$ cat src/rtl/dac_lincal_pkg.sv
package dac_lincal_pkg;
   typedef enum logic {
      COEF_GAIN   = 1'b0,
      COEF_OFFSET = 1'b1
   } coef_sel_e;
endpackage

$ cat src/rtl/dac_lincal_coef.sv
module dac_lincal_coef
   import dac_lincal_pkg::*;
#(
   parameter int GAIN_W = 16,
   parameter int CODE_W = 16
) (
   input  logic              clk,
   input  logic              rst_n,
   input  logic              cfg_we,
   input  logic              cfg_sel,
   input  logic [CODE_W-1:0] cfg_data,
   output logic [GAIN_W-1:0] gain_q,
   output logic [CODE_W-1:0] ofs_q
);
   localparam logic [GAIN_W-1:0] GAIN_UNITY = {GAIN_W{1'b1}};
   localparam logic [CODE_W-1:0] OFS_CENTRE = CODE_W'(1) << (CODE_W-1);

   coef_sel_e sel;
   assign sel = coef_sel_e'(cfg_sel);

   always_ff @(posedge clk) begin
      if (!rst_n) begin
         gain_q <= GAIN_UNITY;
         ofs_q  <= OFS_CENTRE;
      end else if (cfg_we) begin
         if (sel == COEF_GAIN) gain_q <= GAIN_W'(cfg_data);
         else                  ofs_q  <= cfg_data;
      end
   end

   AST_COEF_HOLD: assert property (@(posedge clk) disable iff (!rst_n)
      !cfg_we |=> ($stable(gain_q) && $stable(ofs_q)));
   AST_GAIN_UNTOUCHED: assert property (@(posedge clk) disable iff (!rst_n)
      (cfg_we && cfg_sel) |=> $stable(gain_q));
   AST_OFS_UNTOUCHED: assert property (@(posedge clk) disable iff (!rst_n)
      (cfg_we && !cfg_sel) |=> $stable(ofs_q));
endmodule

$ cat src/rtl/dac_lincal_scale.sv
module dac_lincal_scale #(
   parameter int CODE_W    = 16,
   parameter int GAIN_W    = 16,
   parameter bit SHIFT_ADD = 1'b0
) (
   input  logic              clk,
   input  logic              rst_n,
   input  logic              in_valid,
   input  logic [CODE_W-1:0] in_code,
   input  logic [GAIN_W-1:0] gain,
   input  logic [CODE_W-1:0] ofs,
   output logic              s_valid,
   output logic [CODE_W-1:0] s_scaled,
   output logic [CODE_W-1:0] s_ofs
);
   localparam int FACT_W = GAIN_W + 1;
   localparam int PROD_W = CODE_W + FACT_W;

   logic [FACT_W-1:0] factor;
   logic [PROD_W-1:0] product;

   assign factor = {1'b0, gain} + FACT_W'(1);

   generate
      if (SHIFT_ADD) begin : g_shift_add
         logic [PROD_W-1:0] partial [CODE_W];
         for (genvar i = 0; i < CODE_W; i++) begin : g_pp
            assign partial[i] = in_code[i] ? (PROD_W'(factor) << i) : '0;
         end
         always_comb begin
            product = '0;
            for (int j = 0; j < CODE_W; j++) product = product + partial[j];
         end
      end else begin : g_direct
         assign product = PROD_W'(in_code) * PROD_W'(factor);
      end
   endgenerate

   always_ff @(posedge clk) begin
      if (!rst_n) begin
         s_valid  <= 1'b0;
         s_scaled <= '0;
         s_ofs    <= '0;
      end else begin
         s_valid <= in_valid;
         if (in_valid) begin
            s_scaled <= product[GAIN_W +: CODE_W];
            s_ofs    <= ofs;
         end
      end
   end

   AST_SCALE_FOLLOWS: assert property (@(posedge clk) disable iff (!rst_n)
      in_valid |=> s_valid);
   AST_SCALE_BUBBLE: assert property (@(posedge clk) disable iff (!rst_n)
      !in_valid |=> (!s_valid && $stable(s_scaled) && $stable(s_ofs)));
   AST_SCALE_NO_GROWTH: assert property (@(posedge clk) disable iff (!rst_n)
      in_valid |=> (s_scaled <= $past(in_code)));
endmodule

$ cat src/rtl/dac_lincal_shift.sv
module dac_lincal_shift #(
   parameter int CODE_W = 16
) (
   input  logic              clk,
   input  logic              rst_n,
   input  logic              s_valid,
   input  logic [CODE_W-1:0] s_scaled,
   input  logic [CODE_W-1:0] s_ofs,
   output logic              out_valid,
   output logic [CODE_W-1:0] out_code
);
   localparam int SUM_W = CODE_W + 2;
   localparam logic [SUM_W-1:0] CENTRE = SUM_W'(1) << (CODE_W-1);
   localparam logic [CODE_W-1:0] TOP   = {CODE_W{1'b1}};

   logic [SUM_W-1:0]  sum;
   logic              below_zero;
   logic              above_top;
   logic [CODE_W-1:0] clamped;

   assign sum        = SUM_W'(s_scaled) + SUM_W'(s_ofs) - CENTRE;
   assign below_zero = sum[SUM_W-1];
   assign above_top  = !sum[SUM_W-1] && sum[CODE_W];

   always_comb begin
      if (below_zero)     clamped = '0;
      else if (above_top) clamped = TOP;
      else                clamped = sum[CODE_W-1:0];
   end

   always_ff @(posedge clk) begin
      if (!rst_n) begin
         out_valid <= 1'b0;
         out_code  <= '0;
      end else begin
         out_valid <= s_valid;
         if (s_valid) out_code <= clamped;
      end
   end

   AST_NO_LOWERING: assert property (@(posedge clk) disable iff (!rst_n)
      (s_valid && s_ofs[CODE_W-1]) |=> (out_code >= $past(s_scaled)));
   AST_NO_RAISING: assert property (@(posedge clk) disable iff (!rst_n)
      (s_valid && !s_ofs[CODE_W-1]) |=> (out_code <= $past(s_scaled)));
   AST_OUT_HOLD: assert property (@(posedge clk) disable iff (!rst_n)
      !s_valid |=> (!out_valid && $stable(out_code)));
endmodule

$ cat src/rtl/dac_lincal.sv
module dac_lincal #(
   parameter int CODE_W    = 16,
   parameter int GAIN_W    = 16,
   parameter bit SHIFT_ADD = 1'b0
) (
   input  logic              clk,
   input  logic              rst_n,
   input  logic              cfg_we,
   input  logic              cfg_sel,
   input  logic [CODE_W-1:0] cfg_data,
   input  logic              in_valid,
   input  logic [CODE_W-1:0] in_code,
   output logic              out_valid,
   output logic [CODE_W-1:0] out_code
);
   generate
      if (CODE_W < 4 || CODE_W > 24) begin : g_bad_code_w
         $error("dac_lincal: CODE_W must lie in 4..24");
      end
      if (GAIN_W < 1 || GAIN_W > CODE_W) begin : g_bad_gain_w
         $error("dac_lincal: GAIN_W must lie in 1..CODE_W");
      end
   endgenerate

   logic [GAIN_W-1:0] gain_q;
   logic [CODE_W-1:0] ofs_q;
   logic              s_valid;
   logic [CODE_W-1:0] s_scaled;
   logic [CODE_W-1:0] s_ofs;

   dac_lincal_coef #(.GAIN_W(GAIN_W), .CODE_W(CODE_W)) u_coef (
      .clk      (clk),
      .rst_n    (rst_n),
      .cfg_we   (cfg_we),
      .cfg_sel  (cfg_sel),
      .cfg_data (cfg_data),
      .gain_q   (gain_q),
      .ofs_q    (ofs_q)
   );

   dac_lincal_scale #(.CODE_W(CODE_W), .GAIN_W(GAIN_W), .SHIFT_ADD(SHIFT_ADD)) u_scale (
      .clk      (clk),
      .rst_n    (rst_n),
      .in_valid (in_valid),
      .in_code  (in_code),
      .gain     (gain_q),
      .ofs      (ofs_q),
      .s_valid  (s_valid),
      .s_scaled (s_scaled),
      .s_ofs    (s_ofs)
   );

   dac_lincal_shift #(.CODE_W(CODE_W)) u_shift (
      .clk       (clk),
      .rst_n     (rst_n),
      .s_valid   (s_valid),
      .s_scaled  (s_scaled),
      .s_ofs     (s_ofs),
      .out_valid (out_valid),
      .out_code  (out_code)
   );

   AST_TWO_STAGE: assert property (@(posedge clk) disable iff (!rst_n)
      out_valid |-> $past(in_valid, 2));
endmodule

$ cat config.mk
export PLATFORM = sky130hd
export DESIGN_NAME = dac_lincal
export DESIGN_NICKNAME = d
export VERILOG_FILES = /design/src/rtl/dac_lincal_pkg.sv /design/src/rtl/dac_lincal_coef.sv /design/src/rtl/dac_lincal_scale.sv /design/src/rtl/dac_lincal_shift.sv /design/src/rtl/dac_lincal.sv
export SDC_FILE = /design/constraint.sdc
export NUM_CORES = 1
export LEC_CHECK = 0
export ABC_CLOCK_PERIOD_IN_PS = 13500
export BUFFER_PORTS_ARGS = -buffer_cell sky130_fd_sc_hd__buf_2
export CAP_MARGIN = 20
export CORE_ASPECT_RATIO = 2
export CORE_MARGIN = 3
export CORE_UTILIZATION = 40
export DETAILED_ROUTE_END_ITERATION = 7
export SLEW_MARGIN = 20
export SYNTH_ARGS = -nofsm -noshare
export SYNTH_HDL_FRONTEND = slang
export SYNTH_SLANG_ARGS = --single-unit
$ cat constraint.sdc
create_clock -name clk -period 13.5 [get_ports clk]
set_input_delay 2.025 -clock clk [delete_from_list [all_inputs] [get_ports clk]]
set_output_delay 2.025 -clock clk [all_outputs]
set_load 0.02 [all_outputs]
# == Word level (Yosys, flattened, before mapping) ==
# Index checks and enable logic that the tools add are counted.
# op_classes
reduce_logical,4
bitwise,1
multipliers,1
addsub,3
mux,2
# ops
cell,count
$mul A16 B17 Y32,1
$mux W16,2
$sub A18 B16 Y18 const B,1
$add A16 B1 Y17 const B,1
$add A16 B16 Y17,1
$reduce_and A2 Y1,2
$logic_and A1 B1 Y1,1
$logic_not A1 Y1,1
$not A1 Y1,1
# totals
output_inout_bits,17
word_cells,18
regBits,82

# == Logic depth before layout (Yosys ltp) ==
# logic_depth
ltp_word,6
depth_mapped,27

# == By module ==
# A second synthesis with hierarchy kept.
# unflattened
hier_cells,1504
hier_area_um2,13300.3
# by_module_without_submodules
module,cells_per_inst,area_per_inst_um2,n_inst,seq_area_each_um2
dac_lincal_scale,1169,10291.1,1,660.6
dac_lincal_shift,190,1659.1,1,340.3
dac_lincal_coef,145,1350.0,1,640.6

# == Least setup slack after synthesis ==
# Ideal clock, no wire load.
# synth_path
kind,input to register
startpoint,in in_code[7]
endpoint,reg u_scale.s_scaled[12]
path_stages,21
t_arrival_ps,7826
t_required_ps,13438
n_path_buf,2
slack_ps,5612
cell_sequence,clkbuf_1 -> clkbuf_1 -> nand2_1 -> fa_1 -> fa_1 -> inv_1 -> fa_1 -> fa_1 -> fa_1 -> inv_1 -> fa_1 -> inv_1 -> ha_1 -> and2_4 -> a221oi_2 -> a21oi_2 -> a221o_1 -> o21a_1 -> o21a_1 -> or4_1 -> nand3_1
# synth_between
elab_chain_cells,1
# synth_rtl
element,line_no,text
from (decl),dac_lincal.sv:12,"input logic [CODE_W-1:0] in_code,"
$mul A16 B17 Y32,dac_lincal_scale.sv:35,assign product = PROD_W'(in_code) * PROD_W'(factor);
to (signal assigned),dac_lincal_scale.sv:47,s_scaled <= product[GAIN_W +: CODE_W];
to (decl),dac_lincal_scale.sv:13,"output logic [CODE_W-1:0] s_scaled,"
# Every way passes these cells.
# A chain may end at the register's enable or synchronous reset.

# == Worst setup path in the final report ==
# layout_path
startpoint,reg u_coef.gain_q[0]
endpoint,reg u_scale.s_scaled[12]
# layout_between
elab_chain_cells,2
# layout_rtl
element,line_no,text
from (decl),dac_lincal_coef.sv:12,"output logic [GAIN_W-1:0] gain_q,"
from (signal assigned),dac_lincal_coef.sv:26,if (sel == COEF_GAIN) gain_q <= GAIN_W'(cfg_data);
$add A16 B1 Y17,dac_lincal_scale.sv:22,"assign factor = {1'b0, gain} + FACT_W'(1);"
$mul A16 B17 Y32,dac_lincal_scale.sv:35,
# Every way passes these cells.

==> flow_results.org <==
** Worst hold path
- The worst hold path belongs to the class reg -> reg.

** Job
- MaxCap Viol Count :: 0

** Logic synthesis
- In this run the cell area of the synthesized design comes to approximately 0.012 mm^2.
- The portion of synthesized area spent on multiplexers is 1.63%.
- After synthesis, the mean cell area works out to 8.83 um^2.
- Synthesized-area fraction occupied by ao, oa, aoi and oai cells :: under 10%
- Count of synthesis-stage warnings from yosys :: 0
- Synthesis inferred approximately 80 register bits.
- Most area-hungry cell type in the Yosys netlist :: sky130_fd_sc_hd__fa_1
- Number of unique standard cell types used by synthesis :: 70
- Summing the areas of all fa, ha and maj instances in the mapped netlist gives roughly 47% of the synthesized area.
- Share of synthesized cell area in and, or, nand and nor gates :: roughly a fifth
- Main synth FF type :: sky130_fd_sc_hd__dfxtp_1
- Of the total synthesized cell area, the portion taken by XOR and XNOR cells is around 2.7%.
- Share of the synthesized area in the top cell type :: 33.7%
- Sequential cells were found to cover a little over an eighth of the synthesized design area.
- Yosys mapped a number of flops with a built-in enable equal to 0.
- Fraction of synthesis flops using an asynchronous set or reset pin :: 0%
- After synthesis, the largest family of logic cells by area is adder cells.
- Synthesis produced 1391 cells.
- After synthesis, the cell types taking the most area are sky130_fd_sc_hd__fa_1 (34%), sky130_fd_sc_hd__dfxtp_1 (13%), sky130_fd_sc_hd__ha_1 (12%).
- Number of nets in the synthesized netlist :: 1750

** Layout
- Total of fill cells in the finished design :: 3034
- Most frequent cells in the layout :: sky130_fd_sc_hd__inv_1 (232), sky130_fd_sc_hd__nand2_1 (223), sky130_fd_sc_hd__fa_1 (207)
- Nets :: around 1800
- In the final layout, the multi-input gates occupy between 0.009 and 0.01 mm^2.
- Leaving out fill and tap cells, the most frequent cell in the layout is sky130_fd_sc_hd__inv_1.
- The sequential cells in the finished layout cover a total of between 0.0015 and 0.002 mm^2.
- The number of antenna diodes in the final layout is 0.
- Area added between synthesis and finish :: 7.85%
- Layout cell share with drive strength beyond 1 :: 8.17%

** CTS
- CTS Buf Count :: 9
- TritonCTS built the clock tree.
- CTS built an H-tree with a depth of 3.
- The number of hold buffers added after CTS was 0.
- After clock tree synthesis, the clock-pin slew on the worst setup and hold paths is 0.07 ns.
- Maximum count of clock buffers along a single path :: 2
- Post-CTS setup buffer count :: 0
- Post-cts resize count :: 0
- CTS saw 82 sinks.
- At the later pin of the worst-skew pair, clock insertion delay measures about 0.35 ns.
- The tree is rooted in a sky130_fd_sc_hd__clkbuf_16.

** STA
- Sum Neg Setup Slack :: 0 ns
- Final period utilization :: 62.2%
- The final-report max-slew violation count was 0.
- Setup violations remaining at the end of the flow were counted as 0.
- Unrepaired setup endpoints after global routing :: false
- Static timing analysis puts the maximum clock frequency at 0.119 GHz.
- Post-layout min period :: 8.40 ns
- Measured against its own limit, the worst slew margin works out to 30.0%.
- The number of hold violations in the final report was 0.
- At the pin with the least slew margin, the transition time is 1.05 ns.
- Clock skew on the completed layout was measured at 0.0127 ns.

** Die
- Die Width :: 130 um
- The initialized floorplan defines 90 standard-cell rows.
- Pin placement for this block handled 54 I/O pins.
- The die is 254 um tall.
- The core region is roughly 0.03 mm^2.
- For this configuration, the core starts out at a cell density of 40.7%.
- Area of the die :: 0.0330 mm^2

** Routing
- Detailed-route vias per instance :: 5.32
- Post-detailed-route DRC marker count :: 0
- The count of nets left with antenna violations once routing finished came out at 0.
- Wire length after detailed routing :: roughly 34 mm
- Average wire length per cell after detail routing :: between 15 and 20 um
- Number of DRC markers in iteration 0 :: 435
- The pre-antenna-repair detailed-routing pass consisted of 5 iterations.
- Routed via count :: 9457

** Placement
- Routability-driven placement finished with a final weighted congestion of 0.890.
- Final HPWL from detailed placement :: between 20 and 30 mm
- Total of buffers placed on input and output ports :: 53

** Setup path
- Slowest cell on the critical path :: sky130_fd_sc_hd__dfxtp_1
- By startpoint and endpoint, the worst setup path is classified as reg -> reg.
- Worst EP arrival :: 8.69 ns
- Highest fanout seen on the critical path :: 19
- Top cell by count, worst path :: sky130_fd_sc_hd__fa_1
- The largest single stage delay on the critical path is 0.79 ns.
- STA classifies the critical path endpoint as a flop.
- Element type at the critical path start :: flop
- At the worst endpoint, the required time is 13.79 ns.

** GRT
- Initial antenna violation count :: 0
- Entering global routing, the biggest net connects 43 pins.
- Global-route wire length before repair :: ~54 mm
- After global routing the overflow that remains totals 0.
- The number of global-route vias before repair was 10200.
- Global router's overall resource usage :: a little over a fifth

** Outcome
- Status :: complete, no violations
through the flow:
| step | worst slack [ns] | instances | hold WS (ns) | instance area [um^2] | utilization [%] |
|---|---|---|---|---|---|
| after detailed placement | 5.07 | 1760 | 0.447 | 12900 | 42.8 |
| after global placement | 5.18 | 1760 | 0.445 | 12900 | 42.8 |
| after global routing | 4.54 | 1776 | 0.480 | 13200 | 43.9 |
| after CTS | 5.03 | 1776 | 0.461 | 13200 | 43.9 |
| after floorplan | 5.61 | 1391 | 0.436 | 12300 | - |
| final | 5.10 | 1776 | 0.460 | 13200 | 43.9 |
flip-flops by register name (all words and copies together) (netlist names):
register and count:
u_coef.gain_q 16, u_coef.ofs_q 16, u_scale.s_ofs 16, u_scale.s_scaled 16
u_shift.out_code 16, u_scale.s_valid 1, u_shift.out_valid 1
cell type report:
cell class                      count  area share [%]
Clock inverter                      7           0.595
Clock buffer                        9            1.70
Multi-Input combinational cell   1016            72.8
Sequential cell                    82            12.4
Inverter                          233            6.60
Tap cell                          368            3.48
Timing Repair Buffer               61            2.46
layer usage:
| layer | up-vias | GRT usage, % | part of all wire, % |
|---|---|---|---|
| met3 | 118 | 1.51 | 3.1 |
| met1 | 4717 | 22.0 | 33 |
| li1 | 4354 | - | - |
| met5 | - | 0 | 0 |
| met4 | 0 | 13.0 | 7.1 |
| met2 | 268 | 41.5 | 57 |
synthesized netlist by cell type, drive strengths merged (8+ instances only):
| library cell | n |
|---|---|
| maj3 | 13 |
| o21ai | 30 |
| mux2i | 20 |
| a211oi | 9 |
| fa | 207 |
| xor2 | 16 |
| inv | 232 |
| nor2b | 15 |
| nor2 | 44 |
| and2 | 123 |
| ha | 115 |
| nand3 | 34 |
| nand2 | 223 |
| and3 | 12 |
| nand2b | 8 |
| xnor2 | 22 |
| a21o | 10 |
| clkbuf | 53 |
| a21oi | 46 |
| o21a | 8 |
| dfxtp | 82 |
cells by family (layout without fill, tap and decap cells):
family	Yosys count	in the layout
and+or+nand+nor	485	485
adders and majority gates	335	335
buffers and inverters	293	310
AOI/OAI and AO/OA	138	138
DFF	82	82
xor gates and xnor gates	38	38
muxes	20	20
worst paths after layout:
check                         endpoint  slack, ns  cells after the start           startpoint
hold reg to reg    u_shift.out_code[1]       0.46                      2  u_shift.out_code[1]
setup / recovery  u_scale.s_scaled[12]       5.10                     25     u_coef.gain_q[0]
hold / removal     u_shift.out_code[1]       0.46                      2  u_shift.out_code[1]
setup reg to reg  u_scale.s_scaled[12]       5.10                     25     u_coef.gain_q[0]
critical path: cells and delay by family, from the launching register on:
family | cells | cell delay [ns]
AND/OR/NAND/NOR | 7 | 1.57
flip-flops | 1 | 0.79
XOR/XNOR | 1 | 0.70
buffers and inverters | 3 | 0.14
AO/OA/AOI/OAI | 6 | 1.45
adder cells (fa/ha/maj) | 8 | 3.67
Power is not shown: default switching activity piles up to over one toggle a cycle in this logic, so the estimate is an artifact.
